==> config.mk <==
export PLATFORM = sky130hd
export DESIGN_NAME = fault_line_ctrl
export DESIGN_NICKNAME = d
export VERILOG_FILES = /design/src/rtl/fault_line_pkg.sv /design/src/rtl/fault_line_sync.sv /design/src/rtl/fault_line_drive.sv /design/src/rtl/fault_line_filter.sv /design/src/rtl/fault_line_ctrl.sv
export SDC_FILE = /design/constraint.sdc
export NUM_CORES = 1
export LEC_CHECK = 0
export BUFFER_PORTS_ARGS = -buffer_cell sky130_fd_sc_hd__buf_2
export CORE_MARGIN = 5
export CORE_UTILIZATION = 38
export DETAILED_ROUTE_END_ITERATION = 6
export GPL_ROUTABILITY_DRIVEN = 0
export PLACE_DENSITY = 0.63
export SLEW_MARGIN = 20
export SYNTH_ARGS = -nofsm -noshare
export SYNTH_HDL_FRONTEND = slang
export SYNTH_SLANG_ARGS = --single-unit
==> constraint.sdc <==
create_clock -name clk -period 1.85 [get_ports clk]
set_input_delay 0.0925 -clock clk [delete_from_list [all_inputs] [get_ports clk]]
set_output_delay 0.0925 -clock clk [all_outputs]
set_load 0.02 [all_outputs]
==> src/rtl/fault_line_pkg.sv <==
package fault_line_pkg;

    typedef enum logic [1:0] {
        DRV_IDLE  = 2'd0,
        DRV_PULSE = 2'd1,
        DRV_UVHLD = 2'd2
    } drv_state_e;

endpackage

==> src/rtl/fault_line_sync.sv <==
module fault_line_sync #(
    parameter int STAGES = 2
) (
    input  logic clk,
    input  logic rst_n,
    input  logic async_i,
    output logic sync_o
);
    typedef struct packed {
        logic [STAGES-1:0] chain;
    } sync_regs_t;

    sync_regs_t r_d, r_q;

    always_comb begin
        r_d = r_q;
        r_d.chain = {r_q.chain[STAGES-2:0], async_i};
    end

    // Idle level of the wire is released (high)
    always_ff @(posedge clk or negedge rst_n) begin
        if (!rst_n) r_q <= '{chain: '1};
        else        r_q <= r_d;
    end

    assign sync_o = r_q.chain[STAGES-1];
endmodule

==> src/rtl/fault_line_drive.sv <==
module fault_line_drive
    import fault_line_pkg::*;
#(
    parameter int HOLD_CYCLES = 20
) (
    input  logic clk,
    input  logic rst_n,
    input  logic flt_req,
    input  logic flt_is_uv,
    input  logic uv_low,
    output logic pull_en,
    output logic hold_done
);
    localparam int CW = (HOLD_CYCLES > 1) ? $clog2(HOLD_CYCLES) : 1;
    localparam logic [CW-1:0] LAST = CW'(HOLD_CYCLES - 1);

    typedef struct packed {
        drv_state_e    state;
        logic [CW-1:0] cnt;
        logic          pull;
        logic          done;
    } drv_regs_t;

    drv_regs_t r_d, r_q;

    always_comb begin
        r_d = r_q;
        r_d.done = 1'b0;
        unique case (r_q.state)
            DRV_IDLE: begin
                if (flt_req) begin
                    if (flt_is_uv) begin
                        r_d.state = DRV_UVHLD;
                    end else begin
                        r_d.state = DRV_PULSE;
                        r_d.cnt   = LAST;
                    end
                end
            end
            DRV_PULSE: begin
                if (flt_req && flt_is_uv) begin
                    r_d.state = DRV_UVHLD;
                end else if (r_q.cnt == '0) begin
                    r_d.state = DRV_IDLE;
                    r_d.done  = 1'b1;
                end else begin
                    r_d.cnt = r_q.cnt - 1'b1;
                end
            end
            DRV_UVHLD: begin
                if (!uv_low) begin
                    r_d.state = DRV_IDLE;
                    r_d.done  = 1'b1;
                end
            end
            default: r_d.state = DRV_IDLE;
        endcase
        r_d.pull = (r_d.state != DRV_IDLE);
    end

    always_ff @(posedge clk or negedge rst_n) begin
        if (!rst_n) r_q <= '{state: DRV_IDLE, cnt: '0, pull: 1'b0, done: 1'b0};
        else        r_q <= r_d;
    end

    assign pull_en   = r_q.pull;
    assign hold_done = r_q.done;

    AST_IDLE_REQ_DRIVES: assert property (@(posedge clk) disable iff (!rst_n)
        (flt_req && !pull_en) |=> pull_en);

    AST_UV_HOLDS: assert property (@(posedge clk) disable iff (!rst_n)
        (r_q.state == DRV_UVHLD && uv_low) |=> pull_en);

    AST_DONE_SINGLE: assert property (@(posedge clk) disable iff (!rst_n)
        hold_done |=> !hold_done);

    AST_DONE_AT_RELEASE: assert property (@(posedge clk) disable iff (!rst_n)
        hold_done |-> (!pull_en && $past(pull_en)));

    AST_PULSE_NOT_RESTART: assert property (@(posedge clk) disable iff (!rst_n)
        (r_q.state == DRV_PULSE && flt_req && !flt_is_uv && r_q.cnt != '0)
        |=> (r_q.cnt == $past(r_q.cnt) - 1'b1));

    AST_UV_PROMOTE: assert property (@(posedge clk) disable iff (!rst_n)
        (r_q.state == DRV_PULSE && flt_req && flt_is_uv) |=> (r_q.state == DRV_UVHLD));
endmodule

==> src/rtl/fault_line_filter.sv <==
module fault_line_filter #(
    parameter int FILT_CYCLES = 6
) (
    input  logic clk,
    input  logic rst_n,
    input  logic line_s,
    input  logic pull_en_i,
    output logic ext_fault
);
    localparam int RW = $clog2(FILT_CYCLES + 1);
    localparam logic [RW-1:0] FMAX = RW'(FILT_CYCLES);
    localparam logic [RW-1:0] FTHR = RW'(FILT_CYCLES - 1);

    typedef struct packed {
        logic [RW-1:0] run;
        logic [RW-1:0] blank;
        logic          ext;
    } filt_regs_t;

    filt_regs_t r_d, r_q;
    logic       blanked;

    always_comb begin
        r_d     = r_q;
        blanked = pull_en_i || (r_q.blank != '0);
        if (pull_en_i)              r_d.blank = FMAX;
        else if (r_q.blank != '0)   r_d.blank = r_q.blank - 1'b1;
        else                        r_d.blank = '0;

        if (blanked || line_s) begin
            r_d.run = '0;
            r_d.ext = 1'b0;
        end else begin
            r_d.run = (r_q.run == FMAX) ? r_q.run : r_q.run + 1'b1;
            r_d.ext = (r_q.run >= FTHR);
        end
    end

    always_ff @(posedge clk or negedge rst_n) begin
        if (!rst_n) r_q <= '{run: '0, blank: '0, ext: 1'b0};
        else        r_q <= r_d;
    end

    assign ext_fault = r_q.ext;

    AST_NO_EXT_OWN_DRIVE: assert property (@(posedge clk) disable iff (!rst_n)
        pull_en_i |=> !ext_fault);

    AST_EXT_NEEDS_LOW: assert property (@(posedge clk) disable iff (!rst_n)
        $rose(ext_fault) |-> !$past(line_s));

    AST_HIGH_CLEARS: assert property (@(posedge clk) disable iff (!rst_n)
        line_s |=> !ext_fault);
endmodule

==> src/rtl/fault_line_ctrl.sv <==
module fault_line_ctrl #(
    parameter int SYNC_STAGES = 2,
    parameter int HOLD_CYCLES = 20,
    parameter int FILT_CYCLES = 6
) (
    input  logic clk,
    input  logic rst_n,
    input  logic line_in,
    input  logic flt_req,
    input  logic flt_is_uv,
    input  logic uv_low,
    output logic pull_en,
    output logic ext_fault,
    output logic hold_done
);
    logic line_s;
    logic pull_w;

    fault_line_sync #(.STAGES(SYNC_STAGES)) u_sync (
        .clk     (clk),
        .rst_n   (rst_n),
        .async_i (line_in),
        .sync_o  (line_s)
    );

    fault_line_drive #(.HOLD_CYCLES(HOLD_CYCLES)) u_drive (
        .clk       (clk),
        .rst_n     (rst_n),
        .flt_req   (flt_req),
        .flt_is_uv (flt_is_uv),
        .uv_low    (uv_low),
        .pull_en   (pull_w),
        .hold_done (hold_done)
    );

    fault_line_filter #(.FILT_CYCLES(FILT_CYCLES)) u_filter (
        .clk       (clk),
        .rst_n     (rst_n),
        .line_s    (line_s),
        .pull_en_i (pull_w),
        .ext_fault (ext_fault)
    );

    assign pull_en = pull_w;

    AST_RESET_QUIET: assert property (@(posedge clk)
        !rst_n |=> (!pull_en && !hold_done && !ext_fault));

    AST_NOT_BOTH: assert property (@(posedge clk) disable iff (!rst_n)
        hold_done |-> !pull_en);
endmodule

After elaboration in Yosys (flattened, before gate mapping). Cells that the tools add are included.

Output and inout bits: 3. Register bits after elaboration: 18. Input port bits: 6.

Mux-type cells: 19. Reduce and logical (&&, ||, !) cells: 9. Equality and inequality tests: 8. Add/sub/neg operators: 3. $lt $le $gt $ge: 1.

Operator list (count): two-way mux 5 bit (3); two-way mux 3 bit (4); one-hot mux 5 bit (2 select lines) (1); two-way mux 2 bit (4); inequality test 2 bit, second input constant (4); two-way mux 7 bit (1); one-hot mux 2 bit (3 select lines) (1); logical NOT 5 bit (1); AND reduction 5 bit (1); subtractor 5 x 1 -> 5 bit, second input constant (1); two-way mux 1 bit (4); nonzero test 2 bit (2); adder 3 x 1 -> 3 bit, second input constant (1); == test 3 bit, second input constant (1); >= comparator 3 bit, second input constant (1); nonzero test 3 bit (1); subtractor 3 x 1 -> 3 bit, second input constant (1); == test 2 x 1 -> 1 bit, second input constant (1); == test 2 bit, second input constant (1); logical NOT 2 bit (1); logical OR 1 bit (2); inequality test 2 x 1 -> 1 bit, second input constant (1); one-hot mux 1 bit (2 select lines) (1); logical AND 1 bit (1).

Longest topological paths before layout.
Word-level depth: 5. Mapped depth: 7. Mapped depth without buffers: 6.

Cells and area by module. Synthesis repeated with hierarchy kept, for this count alone.

Cell total of the unflattened synthesis: 96. Area, all modules: 1014.7 um^2.

Modules (own cells, without submodules): fault_line_drive (area an instance 613.1 um^2, cells an instance 62, instances 1); fault_line_filter (area an instance 349.1 um^2, cells an instance 32, instances 1); fault_line_sync (area an instance 52.6 um^2, cells an instance 2, instances 1).

Least setup slack after synthesis. No wires, ideal clock.

Path kind: flip-flop to flip-flop. From: reg u_drive.r_q[2] (netlist name). To: reg u_drive.r_q[3] (netlist name). Cell stages (with the launch flop): 7. Setup slack: 0.063 ns. Arrival time: 1.659 ns. Setup time: 0.128 ns. Path through: dfrtp_1 > inv_1 > ha_1 > or4b_4 > o211a_2 > nor2_4 > mux2_1.

Longest elaborated chain between the ends: 4. Elaborated cells between the ends (all ways): 7.

Ends and longest elaborated chain: start: declaration (RTL line fault_line_drive.sv:24) `drv_regs_t r_d, r_q;`; start signal: assignment (RTL line fault_line_drive.sv:62) `if (!rst_n) r_q <= '{state: DRV_IDLE, cnt: '0, pull: 1'b0, done: 1'b0};`; start signal: assignment (RTL line fault_line_drive.sv:63) `else r_q <= r_d;`; subtractor 5 x 1 -> 5 bit (RTL line fault_line_drive.sv:47) `r_d.cnt = r_q.cnt - 1'b1;`; two-way mux 5 bit (RTL line fault_line_drive.sv:43) `end else if (r_q.cnt == '0) begin`; two-way mux 5 bit (RTL line fault_line_drive.sv:41) `if (flt_req && flt_is_uv) begin`; one-hot mux 5 bit (2 select lines) (RTL line fault_line_drive.sv:29) `unique case (r_q.state)`.

Parallel ways exist; a longest one is shown, timed or not. The select of a mux whose other input is x is not followed. A chain may end at the register's enable or synchronous reset.

Worst setup path after layout. Ends and elaborated chain as after synthesis.

==> impl_metrics.json <==
{
  "initial_core_util": 0.397,
  "cp-start-kind": "flop",
  "drive_above_1_share": 0.217,
  "coreArea_mm2": 0.00248,
  "yosys.cell_count.top_type": "dfrtp_1",
  "pre_cts_slack_ns": 0.0628,
  "r2r-start": "u_drive.r_q[2]",
  "yosys_register_bits": 18,
  "layout.nets": 133,
  "cap_violations": 0,
  "layout.cells.non_filler": 145,
  "routed-via-count": 708,
  "dp_cells": 138,
  "hold_viol": 0,
  "ios": 9,
  "die_h_um": 60.9,
  "powerDensity_mw_per_mm2": 1330,
  "synth_common_cells": "dfrtp_1, nor2_1, ha_1, inv_1, a21oi_1",
  "setup-violations-final": 0,
  "cts_buffers": 3,
  "r2r_cells": 6,
  "die_w_um": 60.9,
  "rr_endpoint": "u_drive.r_q[3]",
  "row_count": 18,
  "ys_seq_area_frac": 0.460,
  "wirelength_um": 1740,
  "fin_util": 0.462,
  "crit_arrival_ns": 1.97,
  "diodes": 0,
  "synth-edff-count": 0,
  "synth_area_leaders": "dfrtp_1, ha_1, dfstp_2",
  "critical_path_class": "flop to flop",
  "cp-startpoint": "u_drive.r_q[2]",
  "critPathCaptureType": "flop",
  "ir_worst_vdd_v": 0.000821,
  "grt_overflow": 0,
  "yosysTopAreaCell": "dfrtp_1",
  "dieArea_mm2": 0.00371,
  "dp_hpwl_um": 1340,
  "grt_pass1_wl_um": 3180,
  "synth-main-ff-cell": "dfrtp_1",
  "drt_iter0_drc": 16,
  "slew_violations": 0,
  "clkLatencyLatePin_ns": 0.29,
  "yosysWarnings": 0,
  "grt_use_total": 0.114,
  "area_growth_syn_to_layout_pct": 16.3,
  "setup_ws_ns": 0.0625,
  "synth_top_area_share": 0.407,
  "timing.fmax_mhz": 559,
  "slew_headroom": 0.735,
  "io_buffers": 8,
  "via_per_inst": 4.88,
  "power_w": 0.00152,
  "tightest_slew_ns": 0.398,
  "r2r_slack_ns": 0.06,
  "hold_path.class": "input port to flop",
  "grt_pass1_vias": 755,
  "period_needed_ns": 1.79,
  "clk_pin_slew_ns": 0.11,
  "synthCells": 98,
  "tritoncts": "done",
  "grt_max_degree": 19,
  "root_buffer": "clkbuf_4",
  "cp_max_fo": 4,
  "clkSinkCount": 18,
  "post-route-period-util": 0.966,
  "status": "completed",
  "drc": 0,
  "h-tree-depth": 1,
  "worstSetupEndpoint": "u_drive.r_q[3]",
  "syn-mean-instance-area_um2": 10.0,
  "cts_buffer_depth": 2,
  "dr.pass1.iters": 4,
  "async_flop_share": 1.00,
  "syn_nets": 115,
  "leakagePower_nw": 0.565,
  "synth.distinct_cells": 30,
  "required_ns": 2.03,
  "routedWlPerCell_um": 12.0,
  "ant_nets": 0,
  "synth.cell_area_um2": 985,
  "skew_ns": 0.00299,
  "rsz0062_at_grt": "yes",
  "antenna_found_initial": 0
}
[through the flow]
stage	hold slack, ns	cell area [um2]	TNS, ns
after detailed placement	0.0474	1080	0
after floorplan	-0.203	985	0
final	0.161	1140	0
after global routing	0.164	1140	-0.0169
after global placement	0.0419	1080	0
after CTS	0.152	1140	0
[registers in the layout (all words and copies together), names as in the netlist]
name	flops
u_filter.r_q	6
u_sync.r_q	2
u_drive.r_q	7
u_drive.pull_en	1
u_filter.ext_fault	1
u_drive.hold_done	1
[repair_timing]
item | 4_1_cts | 5_1_grt
hold endpoints to repair | 17 | 0
gates resized for setup | 0 | 1
hold buffers | 2 | 0
setup buffers | 0 | 1
endpoints found under the setup margin | 0 | 5
[critical path, stage by stage, from the launching register on]
cell and delay [ns]:
dfrtp_1 0.43, inv_2 0.07, ha_1 0.12, or4b_4 0.46, o211a_2 0.16, nor2_4 0.11, mux2_1 0.32
[worst min-delay path by stage]
stage	startpoint	end	slack [ns]	cells past startpoint
6_report	uv_low	u_drive.hold_done	0.16	3
5_1_grt	uv_low	u_drive.hold_done	0.16	3
4_1_cts	uv_low	u_drive.hold_done	0.15	3
3_5_place_dp	rst_n	u_filter.r_q[1]	0.05	1
3_3_place_gp	rst_n	u_filter.r_q[2]	0.04	1
2_1_floorplan	rst_n	u_drive.hold_done	-0.20	0
[layout make-up]
class	instances	area (um2)
tap	30	37.5
clock buffer	4	36.3
multi-input combinational	68	487
timing repair buffer	14	90.1
fill	248	1330
sequential	18	453
inverter	11	41.3
[per-layer routing]
layer | up-vias | GRT usage | wire [um]
li1 | 366 | - | -
met1 | 336 | 0.142 | 847
met2 | 4 | 0.194 | 832
met3 | 2 | 0.0255 | 46
met4 | 0 | 0.0402 | 17
met5 | - | 0 | 0
[cells in the final DEF, fill, tap and decap left out]
cell type      synthesis  layout
a211oi_1               2       2
a21boi_0               1       1
a21o_1                 1       1
a21oi_1                6       6
a22o_1                 1       1
a2bb2oi_1              1       1
a31oi_1                1       1
a41oi_1                1       1
and3_1                 1       1
buf_2                  0       8
buf_4                  0       4
clkbuf_4               0       3
clkbuf_8               0       1
dfrtp_1               16      16
dfstp_2                2       2
dlygate4sd3_1          0       2
ha_1                  11      11
inv_1                 11      10
inv_2                  0       1
mux2_1                 1       1
nand2_1                4       4
nor2_1                13      13
nor2_4                 1       1
nor2b_1                2       2
nor3_1                 5       5
o211a_2                1       1
o211ai_2               1       1
o21a_1                 2       2
o21ai_0                4       4
o21ba_1                1       1
o2bb2ai_1              1       1
o31ai_1                2       2
or2_2                  2       2
or4b_4                 1       1
xnor2_1                1       1
[power by group]
part	switching [W]	internal (W)
Clock	0.000126	0.000120
Sequential	0.000114	0.000515
Combinational	0.000345	0.000303
[cells by family (layout without fill, tap and decap cells)]
family,count (synthesis),count (layout),share of synthesized area
AND/OR/NAND/NOR,29,29,0.147
AO/OA/AOI/OAI,26,26,0.187
flip-flops,18,18,0.460
buffers and inverters,12,29,0.0457
adder cells (fa/ha/maj),11,11,0.140
XOR/XNOR,1,1,0.00890
multiplexers,1,1,0.0114
(Power assumes the default switching activity.)
